File: src/rtl/rdo_pkg.sv
package rdo_pkg;

    typedef enum logic [1:0] {
        ST_IDLE  = 2'd0,
        ST_OPEN  = 2'd1,
        ST_DRAIN = 2'd2
    } rdo_state_e;

    function automatic int bits_for(input int n);
        return (n > 1) ? $clog2(n) : 1;
    endfunction

endpackage

File: src/rtl/pixel_matrix.sv
module pixel_matrix
    import rdo_pkg::*;
#(
    parameter int ROWS = 64,
    parameter int COLS = 8,
    localparam int NPIX  = ROWS * COLS,
    localparam int IDX_W = bits_for(NPIX)
) (
    input  logic             clk,
    input  logic             rst,
    input  logic             capture_i,
    input  logic [NPIX-1:0]  hit_i,
    input  logic             clr_en_i,
    input  logic [IDX_W-1:0] clr_idx_i,
    output logic [NPIX-1:0]  mem_o
);

    logic [NPIX-1:0] mem_q;

    for (genvar p = 0; p < NPIX; p++) begin : g_pix
        logic sel_clr;
        assign sel_clr = clr_en_i && (clr_idx_i == IDX_W'(p));
        always_ff @(posedge clk) begin
            if (rst)
                mem_q[p] <= 1'b0;
            else if (sel_clr)
                mem_q[p] <= 1'b0;
            else if (capture_i && hit_i[p])
                mem_q[p] <= 1'b1;
        end
    end

    assign mem_o = mem_q;

    AST_NO_SET_OUTSIDE_WINDOW: assert property (@(posedge clk) disable iff (rst)
        !capture_i |=> ((mem_q & ~$past(mem_q)) == '0));

    AST_CLEAR_EXACTLY_ONE: assert property (@(posedge clk) disable iff (rst)
        clr_en_i |=> ($countones($past(mem_q) & ~mem_q) == 1));

endmodule

File: src/rtl/col_encoder.sv
module col_encoder
    import rdo_pkg::*;
#(
    parameter int ROWS = 64,
    parameter int COLS = 8,
    localparam int NPIX  = ROWS * COLS,
    localparam int ROW_W = bits_for(ROWS),
    localparam int COL_W = bits_for(COLS),
    localparam int IDX_W = bits_for(NPIX)
) (
    input  logic             clk,
    input  logic             rst,
    input  logic [NPIX-1:0]  req_i,
    output logic             any_o,
    output logic [IDX_W-1:0] idx_o
);

    logic [COLS-1:0]  col_any;
    logic [ROW_W-1:0] col_row [COLS];

    for (genvar c = 0; c < COLS; c++) begin : g_col
        logic [ROWS-1:0] col_req;
        assign col_req = req_i[c*ROWS +: ROWS];
        always_comb begin
            col_any[c] = 1'b0;
            col_row[c] = '0;
            for (int r = ROWS - 1; r >= 0; r--) begin
                if (col_req[r]) begin
                    col_any[c] = 1'b1;
                    col_row[c] = ROW_W'(r);
                end
            end
        end
    end

    logic [COL_W-1:0] win_col;
    always_comb begin
        win_col = '0;
        for (int c = COLS - 1; c >= 0; c--) begin
            if (col_any[c])
                win_col = COL_W'(c);
        end
    end

    assign any_o = |col_any;
    assign idx_o = IDX_W'({win_col, col_row[win_col]});

    logic [NPIX-1:0] below_mask;
    assign below_mask = (NPIX'(1) << idx_o) - NPIX'(1);

    AST_ENC_PICKS_SET: assert property (@(posedge clk) disable iff (rst)
        any_o |-> req_i[idx_o]);

    AST_ENC_LOWEST_FIRST: assert property (@(posedge clk) disable iff (rst)
        any_o |-> ((req_i & below_mask) == '0));

    AST_ENC_EMPTY: assert property (@(posedge clk) disable iff (rst)
        !any_o |-> (req_i == '0));

endmodule

File: src/rtl/readout_ctrl.sv
module readout_ctrl
    import rdo_pkg::*;
#(
    parameter int IDX_W = 9
) (
    input  logic             clk,
    input  logic             rst,
    input  logic             strobe_i,
    input  logic             any_i,
    input  logic [IDX_W-1:0] idx_i,
    input  logic             out_ready_i,
    output logic             capture_o,
    output logic             clr_en_o,
    output logic [IDX_W-1:0] clr_idx_o,
    output logic             out_valid_o,
    output logic [IDX_W:0]   out_data_o
);

    typedef struct packed {
        logic             eoe;
        logic [IDX_W-1:0] addr;
    } word_t;

    rdo_state_e state_q, state_d;
    word_t      word;
    logic       fire;

    assign capture_o   = (state_q != ST_DRAIN) && strobe_i;
    assign out_valid_o = (state_q == ST_DRAIN);
    assign fire        = out_valid_o && out_ready_i;
    assign clr_en_o    = fire && any_i;
    assign clr_idx_o   = idx_i;

    always_comb begin
        word.eoe  = !any_i;
        word.addr = any_i ? idx_i : '0;
    end
    assign out_data_o = word;

    always_comb begin
        state_d = state_q;
        unique case (state_q)
            ST_IDLE:  if (strobe_i) state_d = ST_OPEN;
            ST_OPEN:  if (!strobe_i) state_d = ST_DRAIN;
            ST_DRAIN: if (fire && !any_i) state_d = ST_IDLE;
            default:  state_d = ST_IDLE;
        endcase
    end

    always_ff @(posedge clk) begin
        if (rst) state_q <= ST_IDLE;
        else     state_q <= state_d;
    end

    AST_STALL_HOLDS: assert property (@(posedge clk) disable iff (rst)
        (out_valid_o && !out_ready_i) |=> (out_valid_o && $stable(out_data_o)));

    AST_EOE_CLOSES: assert property (@(posedge clk) disable iff (rst)
        (fire && out_data_o[IDX_W]) |=> !out_valid_o);

    AST_NO_CAPTURE_IN_DRAIN: assert property (@(posedge clk) disable iff (rst)
        out_valid_o |-> !capture_o);

endmodule

File: src/rtl/readout_column.sv
module readout_column
    import rdo_pkg::*;
#(
    parameter int ROWS = 64,
    parameter int COLS = 8,
    localparam int NPIX  = ROWS * COLS,
    localparam int IDX_W = bits_for(NPIX)
) (
    input  logic             clk,
    input  logic             rst,
    input  logic             strobe_i,
    input  logic [NPIX-1:0]  hit_i,
    input  logic             out_ready_i,
    output logic             out_valid_o,
    output logic [IDX_W:0]   out_data_o
);

    logic             capture;
    logic             clr_en;
    logic [IDX_W-1:0] clr_idx;
    logic [NPIX-1:0]  mem;
    logic             any;
    logic [IDX_W-1:0] idx;

    pixel_matrix #(.ROWS(ROWS), .COLS(COLS)) u_mat (
        .clk       (clk),
        .rst       (rst),
        .capture_i (capture),
        .hit_i     (hit_i),
        .clr_en_i  (clr_en),
        .clr_idx_i (clr_idx),
        .mem_o     (mem)
    );

    col_encoder #(.ROWS(ROWS), .COLS(COLS)) u_enc (
        .clk   (clk),
        .rst   (rst),
        .req_i (mem),
        .any_o (any),
        .idx_o (idx)
    );

    readout_ctrl #(.IDX_W(IDX_W)) u_ctl (
        .clk         (clk),
        .rst         (rst),
        .strobe_i    (strobe_i),
        .any_i       (any),
        .idx_i       (idx),
        .out_ready_i (out_ready_i),
        .capture_o   (capture),
        .clr_en_o    (clr_en),
        .clr_idx_o   (clr_idx),
        .out_valid_o (out_valid_o),
        .out_data_o  (out_data_o)
    );

    AST_RESET_QUIET: assert property (@(posedge clk)
        rst |=> !out_valid_o);

endmodule

File: config.mk
export PLATFORM = sky130hd
export DESIGN_NAME = readout_column
export DESIGN_NICKNAME = d
export VERILOG_FILES = /design/src/rtl/rdo_pkg.sv /design/src/rtl/pixel_matrix.sv /design/src/rtl/col_encoder.sv /design/src/rtl/readout_ctrl.sv /design/src/rtl/readout_column.sv
export SDC_FILE = /design/constraint.sdc
export NUM_CORES = 1
export LEC_CHECK = 0
export BUFFER_PORTS_ARGS = -buffer_cell sky130_fd_sc_hd__buf_2
export CORE_ASPECT_RATIO = 0.8
export CORE_MARGIN = 4
export CORE_UTILIZATION = 40
export CTS_CLUSTER_SIZE = 20
export DETAILED_ROUTE_END_ITERATION = 7
export HOLD_SLACK_MARGIN = 0.06
export MAX_ROUTING_LAYER = met4
export PLACE_DENSITY = 0.64
export SETUP_SLACK_MARGIN = 0.5
export SYNTH_ARGS = -nofsm -noshare
export SYNTH_HDL_FRONTEND = slang
export SYNTH_SLANG_ARGS = --single-unit
File: constraint.sdc
create_clock -name clk -period 4 [get_ports clk]
set_clock_uncertainty 0.1 [all_clocks]
set_input_delay 1.2 -clock clk [delete_from_list [all_inputs] [get_ports clk]]
set_output_delay 1.2 -clock clk [all_outputs]
set_load 0.005 [all_outputs]
# [Word-level counts from Yosys, hierarchy flattened]
# Cells that the tools add are included.
[classes] reduce_logical=1545 muxes=1040 bitwise=1 order_cmp=1 n_eq_ne=517
[op_table] operator="$mux W6" n=514
[op_table] operator="$eq A9 B9 Y1 const B" n=256
[op_table] operator="$eq A9 B8 Y1 const B" n=128
[op_table] operator="$logic_and A1 B1 Y1" n=1028
[op_table] operator="$reduce_or A2 Y1" n=512
[op_table] operator="$eq A9 B7 Y1 const B" n=64
[op_table] operator="$mux W1" n=512
[op_table] operator="$eq A9 B6 Y1 const B" n=32
[op_table] operator="$eq A9 B5 Y1 const B" n=16
[op_table] operator="$eq A9 B4 Y1 const B" n=8
[op_table] operator="$eq A9 B3 Y1 const B" n=4
[op_table] operator="$mux W3" n=8
[op_table] operator="$bmux W6 S3" n=1
[op_table] operator="$eq A9 B2 Y1 const B" n=2
[op_table] operator="$eq A9 B1 Y1 const B" n=1
[op_table] operator="$logic_not A9 Y1" n=1
[op_table] operator="$mux W9" n=1
[op_table] operator="$ne A2 B2 Y1 const B" n=4
[op_table] operator="$reduce_or A8 Y1" n=1
[op_table] operator="$mux W2" n=3
[op_table] operator="$pmux W2 S3" n=1
[op_table] operator="$ge A4 B4 Y1 const B" n=1
[op_table] operator="$not A3 Y4" n=1
[op_table] operator="$reduce_and A3 Y1" n=1
[op_table] operator="other kinds (4)" n=4
[totals] out_inout_bits=11 regBits=514 word_cells=3617

# [Depth between registers and ports, before layout]
[logic_depth] ltp_word=79 depth_mapped=16 ltp_nobuf=11

# [Modules after synthesis]
# A second synthesis with hierarchy kept.
[hier_totals] cells_unflattened=3061 hier_area_um2=28457.3
[by_module_without_submodules] mod="pixel_matrix" seq_area_each_um2=10249.8 n_inst=1 area_per_inst_um2=21630.7 cells_per_inst=1853
[by_module_without_submodules] mod="col_encoder" seq_area_each_um2=0.0 n_inst=1 area_per_inst_um2=6591.3 cells_per_inst=1178
[by_module_without_submodules] mod="readout_ctrl" seq_area_each_um2=40.0 n_inst=1 area_per_inst_um2=235.2 cells_per_inst=30

# [Worst setup path before layout]
# OpenSTA, ideal clock, no wires.
[synth_path] path_kind="register to output" from="register u_mat.mem_q[432], in the netlist u_mat.mem_o[432]" to="output port out_data_o[1]" n_path_buf=2 path_stages_with_launch=13 arrival_time_ns=3.032 slack_ns=-0.332 cell_sequence="dfxtp_1 or4_1 nand4bb_1 or4_4 o211ai_2 a21o_1 buf_4 inv_2 buf_6 o211ai_2 o211ai_1 or4_4 nand2_1"
[synth_between] elab_chain_len=61 word_cells_on_any_way=111 cone_classes="mux (109); bitwise (1); reduce/logical (1)"
[synth_lines] element="start: declaration" line_no="pixel_matrix.sv:18" source="logic [NPIX-1:0] mem_q;"
[synth_lines] element="start signal: indexed assignment" line_no="pixel_matrix.sv:25" source="mem_q[p] <= 1'b0;"
[synth_lines] element="start signal: indexed assignment" line_no="pixel_matrix.sv:27" source="mem_q[p] <= 1'b0;"
[synth_lines] element="start signal: indexed assignment" line_no="pixel_matrix.sv:29" source="mem_q[p] <= 1'b1;"
[synth_lines] element="$mux W1 (49 in a row)" line_no="col_encoder.sv:28" source="if (col_req[r]) begin"
[synth_lines] element="$mux W3 (7 in a row)" line_no="col_encoder.sv:40" source="if (col_any[c])"
[synth_lines] element="$not A3 Y4 (implied by the code)" line_no="col_encoder.sv:46" source="assign idx_o = IDX_W'({win_col, col_row[win_col]});"
[synth_lines] element="$bmux W6 S3" line_no="col_encoder.sv:46"
[synth_lines] element="$mux W6 (implied by the code) (2 in a row)" line_no="col_encoder.sv:46"
[synth_lines] element="$mux W9 (*)" line_no="readout_ctrl.sv:36" source="word.addr = any_i ? idx_i : '0;"
[synth_lines] element="end: declaration" line_no="readout_column.sv:15" source="output logic [IDX_W:0] out_data_o"
# Mark *: on every way between the ends. The rest lies on a longest branch, timed or not. The select of a mux whose other input is x is not followed.

# [Worst setup path in the final report]
[layout_path] from="register u_mat.mem_q[438], in the netlist u_mat.mem_o[438]" to="output port out_data_o[0]"
[layout_between] elab_chain_len=67 word_cells_on_any_way=123 cone_classes="mux (121); bitwise (1); reduce/logical (1)"
[layout_lines] element="$mux W1 (55 in a row)" line_no="col_encoder.sv:28"
[layout_lines] element="$mux W3 (7 in a row)" line_no="col_encoder.sv:40"
[layout_lines] element="$not A3 Y4 (implied by the code)" line_no="col_encoder.sv:46"
[layout_lines] element="$bmux W6 S3" line_no="col_encoder.sv:46"
[layout_lines] element="$mux W6 (implied by the code) (2 in a row)" line_no="col_encoder.sv:46"
[layout_lines] element="$mux W9 (*)" line_no="readout_ctrl.sv:36"
# Marks and branches as above.

==> results.py <==
metrics = {
    "timing": {
        "setup_violations": 520,
        "fin_tns_setup_ns": -87.14,
        "rsz0062_at_grt": "true",
        "worst_pin_slew_ns": 0.919,
        "finalCritPeriodShare_pct": 126,
        "slew-limit-headroom_pct": 38.2,
        "fmax_mhz": 198,
        "period_needed_ns": 5.05,
        "timing.final.ws_setup_ns": -1.05,
        "slew_viol_final": 0,
        "finalHoldViolations": 0,
        "hold_ws_ns": 0.372,
    },
    "finish": {
        "final.fill_count": 6117,
        "mostFrequentLayoutCell": "buf_4",
        "syn_to_final_growth_pct": 51.7,
        "drive_gt1_share_pct": 46.1,
        "final_cell_mix": "862 x buf_4, 625 x a21oi_1, 518 x buf_2",
        "fin_nets": 5464,
        "stdcell_count": 5942,
    },
    "critical_path": {
        "cp_slowest_stage_delay_ns": 0.56,
        "path_max_fanout": 4,
        "critPathKind": "reg2out",
        "end_kind": "output pin",
        "reg2regPathDepth": 18,
        "path_common_cell": "or4_4",
        "cp_slowest_cell": "or4_4",
        "worstPathRequired_ns": 2.70,
        "path_cells": "or4_4 > nand4bb_4 > or4_4 > o211ai_4 > a21oi_4 > a21oi_4 > a221oi_1 > or4_4 > nand2_4 > buf_2",
        "path_buf_inv": 1,
        "r2r_start": "u_mat.mem_o[248]$_SDFFE_PP0P_",
        "crit_family": "simple AND/OR/NAND/NOR gates",
        "arrival_ns": 3.75,
        "r2r-end": "u_mat.mem_o[385]$_SDFFE_PP0P_",
        "start_kind": "register",
        "reg2reg_slack_ns": -0.32,
    },
    "floorplanning": {
        "ioPinCount": 527,
        "fp-row-count": 86,
        "core-area_sq_mm": 0.0693,
        "start_util_pct": 40.7,
        "dieWidth_um": 305,
        "fp.dieH_um": 245,
        "die_area_sq_mm": 0.0748,
    },
    "grt": {
        "grt_max_degree": 158,
        "grt.total_usage_pct": 33.3,
        "grt_pass1_vias": 32900,
        "antenna_found_initial": 30,
        "overflow": 0,
        "grt_pass1_wl_um": 193000,
    },
    "logic_synthesis": {
        "async_flop_share_pct": 0,
        "synth_ff_type": "dfxtp_1",
        "syn_nets": 4142,
        "ys_top_cells_by_area": "dfxtp_1 37%, a31oi_1 12%, or2_2 11%",
        "ys_seq_area_share_pct": 36.5,
        "synth_top_area_share_pct": 36.5,
        "syn_inst": 3626,
        "synth_area_leader_cell": "dfxtp_1",
        "synth-edff-count": 0,
        "ys_types": 79,
        "avgSynthCellArea_sq_um": 7.77,
        "ys_ff_latch": 514,
        "yosys_warnings": 0,
        "syn_area_sq_mm": 0.0282,
    },
    "hold_path": {
        "min-delay-start": "u_ctl.state_q[1]$_SDFFE_PP0P_",
        "min-delay-path-class": "reg2reg",
        "hold_end": "u_ctl.state_q[0]$_SDFFE_PP0P_",
        "hold_depth": 1,
    },
    "routing": {
        "drt-initial-drc-count": 3835,
        "vias": 35400,
        "drc": 0,
        "ant_nets": 0,
        "viasPerCell": 5.95,
        "drtPass1Iterations": 6,
        "wire_per_inst_um": 22.3,
        "finalWirelength_um": 133000,
    },
    "run_status": {
        "outcome": "finished, violations left",
        "violations": "negative setup slack",
    },
    "placement": {
        "place.gp.congestion": 0.999,
        "placed_cells": 5746,
        "hpwl_um": 93100,
        "io_buffers": 526,
    },
    "power": {
        "power_density_mw_per_mm2": 399,
        "vdd.ir_drop.worst_uv": 260,
        "power_uw": 17100,
        "leakage_uw": 0.0180,
    },
    "clocking": {
        "cts_root_buf": "clkbuf_16",
        "numCtsBuffers": 55,
        "cts.reportedPaths.clkPinSlew_ns": 0.07,
        "cts.htree.levels": 2,
        "clock_path_buffers": 3,
        "insertion_delay_ns": 0.63,
        "cts_sinks": 514,
        "cts_hold_buffers": 0,
        "tritoncts": "done",
    },
    "run": {
        "drv_cap": 0,
    },
}
-- synthesized netlist by cell type (5+ instances only) --
| library cell | number |
|---|---|
| inv_1 | 112 |
| nand3_1 | 25 |
| dfxtp_1 | 514 |
| o211ai_1 | 20 |
| o311ai_0 | 13 |
| o31a_1 | 6 |
| o2111ai_1 | 9 |
| o41ai_1 | 7 |
| and4_1 | 12 |
| o21ai_0 | 103 |
| nor4_1 | 163 |
| a221oi_1 | 10 |
| a2111oi_0 | 10 |
| o31ai_1 | 29 |
| a211oi_1 | 21 |
| nor3_1 | 99 |
| or4_1 | 32 |
| nor2_4 | 10 |
| nand4_1 | 27 |
| o311a_1 | 5 |
| buf_6 | 29 |
| o21bai_1 | 9 |
| buf_2 | 79 |
| nor2_2 | 10 |
| nand2b_1 | 26 |
| nor2b_1 | 16 |
| clkbuf_1 | 120 |
| a21oi_1 | 628 |
| o21a_1 | 12 |
| a311oi_1 | 10 |
| or2_2 | 504 |
| nor4_2 | 6 |
| or3_1 | 6 |
| a31oi_1 | 527 |
| nand2_1 | 85 |
| buf_4 | 40 |
| nor2_1 | 207 |
| o221ai_1 | 11 |
-- per-stage QoR --
step,util [%],worst slack [ns],cell area [sq um]
2_1_floorplan,-,-0.279,28400
3_3_place_gp,55.8,-1.06,38700
3_5_place_dp,55.8,-1.11,38700
4_1_cts,60.0,-1.03,41600
5_1_grt,61.7,-1.17,42700
6_report,61.7,-1.05,42700
-- registers in the layout, summed over array words and instances, names as in the netlist --
name / cells
u_ctl.state_q: 2
u_mat.mem_o: 512
-- area by class of cell --
class	instances	area (sq um)	share of cell area (%)
antenna	30	75.1	0.176
clock buffer	84	1670	3.90
clock inverter	13	115	0.269
inverter	114	435	1.02
multi-input combinational	2729	17000	39.8
sequential	514	10300	24.1
tap	924	1160	2.71
timing repair buffer	1534	12000	28.1
-- worst max-delay path by stage --
stage	startpoint	to	slack, ns	cells past startpoint
3_3_place_gp	u_mat.mem_o[508]$_SDFFE_PP0P_	out_data_o[0]	-1.06	13
4_1_cts	u_mat.mem_o[496]$_SDFFE_PP0P_	out_data_o[0]	-1.03	12
6_report	u_mat.mem_o[438]$_SDFFE_PP0P_	out_data_o[0]	-1.05	10
3_5_place_dp	u_mat.mem_o[508]$_SDFFE_PP0P_	out_data_o[0]	-1.11	13
5_1_grt	u_mat.mem_o[248]$_SDFFE_PP0P_	out_data_o[0]	-1.17	11
2_1_floorplan	u_mat.mem_o[438]$_SDFFE_PP0P_	out_data_o[1]	-0.28	12
-- worst register-to-register path: cells and delay by family (launching register included) --
| family | cells | cell delay [ns] |
|---|---|---|
| AND/OR/NAND/NOR | 5 | 1.43 |
| flip-flops | 1 | 0.34 |
| buffers and inverters | 8 | 1.27 |
| AO/OA/AOI/OAI | 5 | 1.05 |
-- metal layers --
metal / wire, um / track usage (%) / up-vias
li1: - / - / 16300
met1: 56500 / 45.4 / 16700
met2: 57400 / 50.1 / 2009
met3: 12700 / 4.81 / 354
met4: 5950 / 13.3 / 0
met5: 0 / - / -
-- where the power goes --
part	switching, uW	internal (uW)	leakage [uW]
combinational	3270	2940	0.0129
sequential	219	5500	0.00426
clock	2210	2920	0.000881
total	5700	11400	0.0180
-- cell families after synthesis --
| logic type | after synthesis | synth area share [%] |
|---|---|---|
| AO/OA/AOI/OAI | 1478 | 31.2 |
| flip-flops | 514 | 36.5 |
| AND/OR/NAND/NOR | 1251 | 25.5 |
| buffers and inverters | 383 | 6.76 |
-- what timing repair did --
action                                 CTS  global route
endpoints found under the hold margin    0             0
setup buffers                           28            15
gates resized for setup                127            81
gates cloned                             8            18
pin swaps                               56            19
setup endpoints to repair              522           523
(Power assumes the default switching activity.)
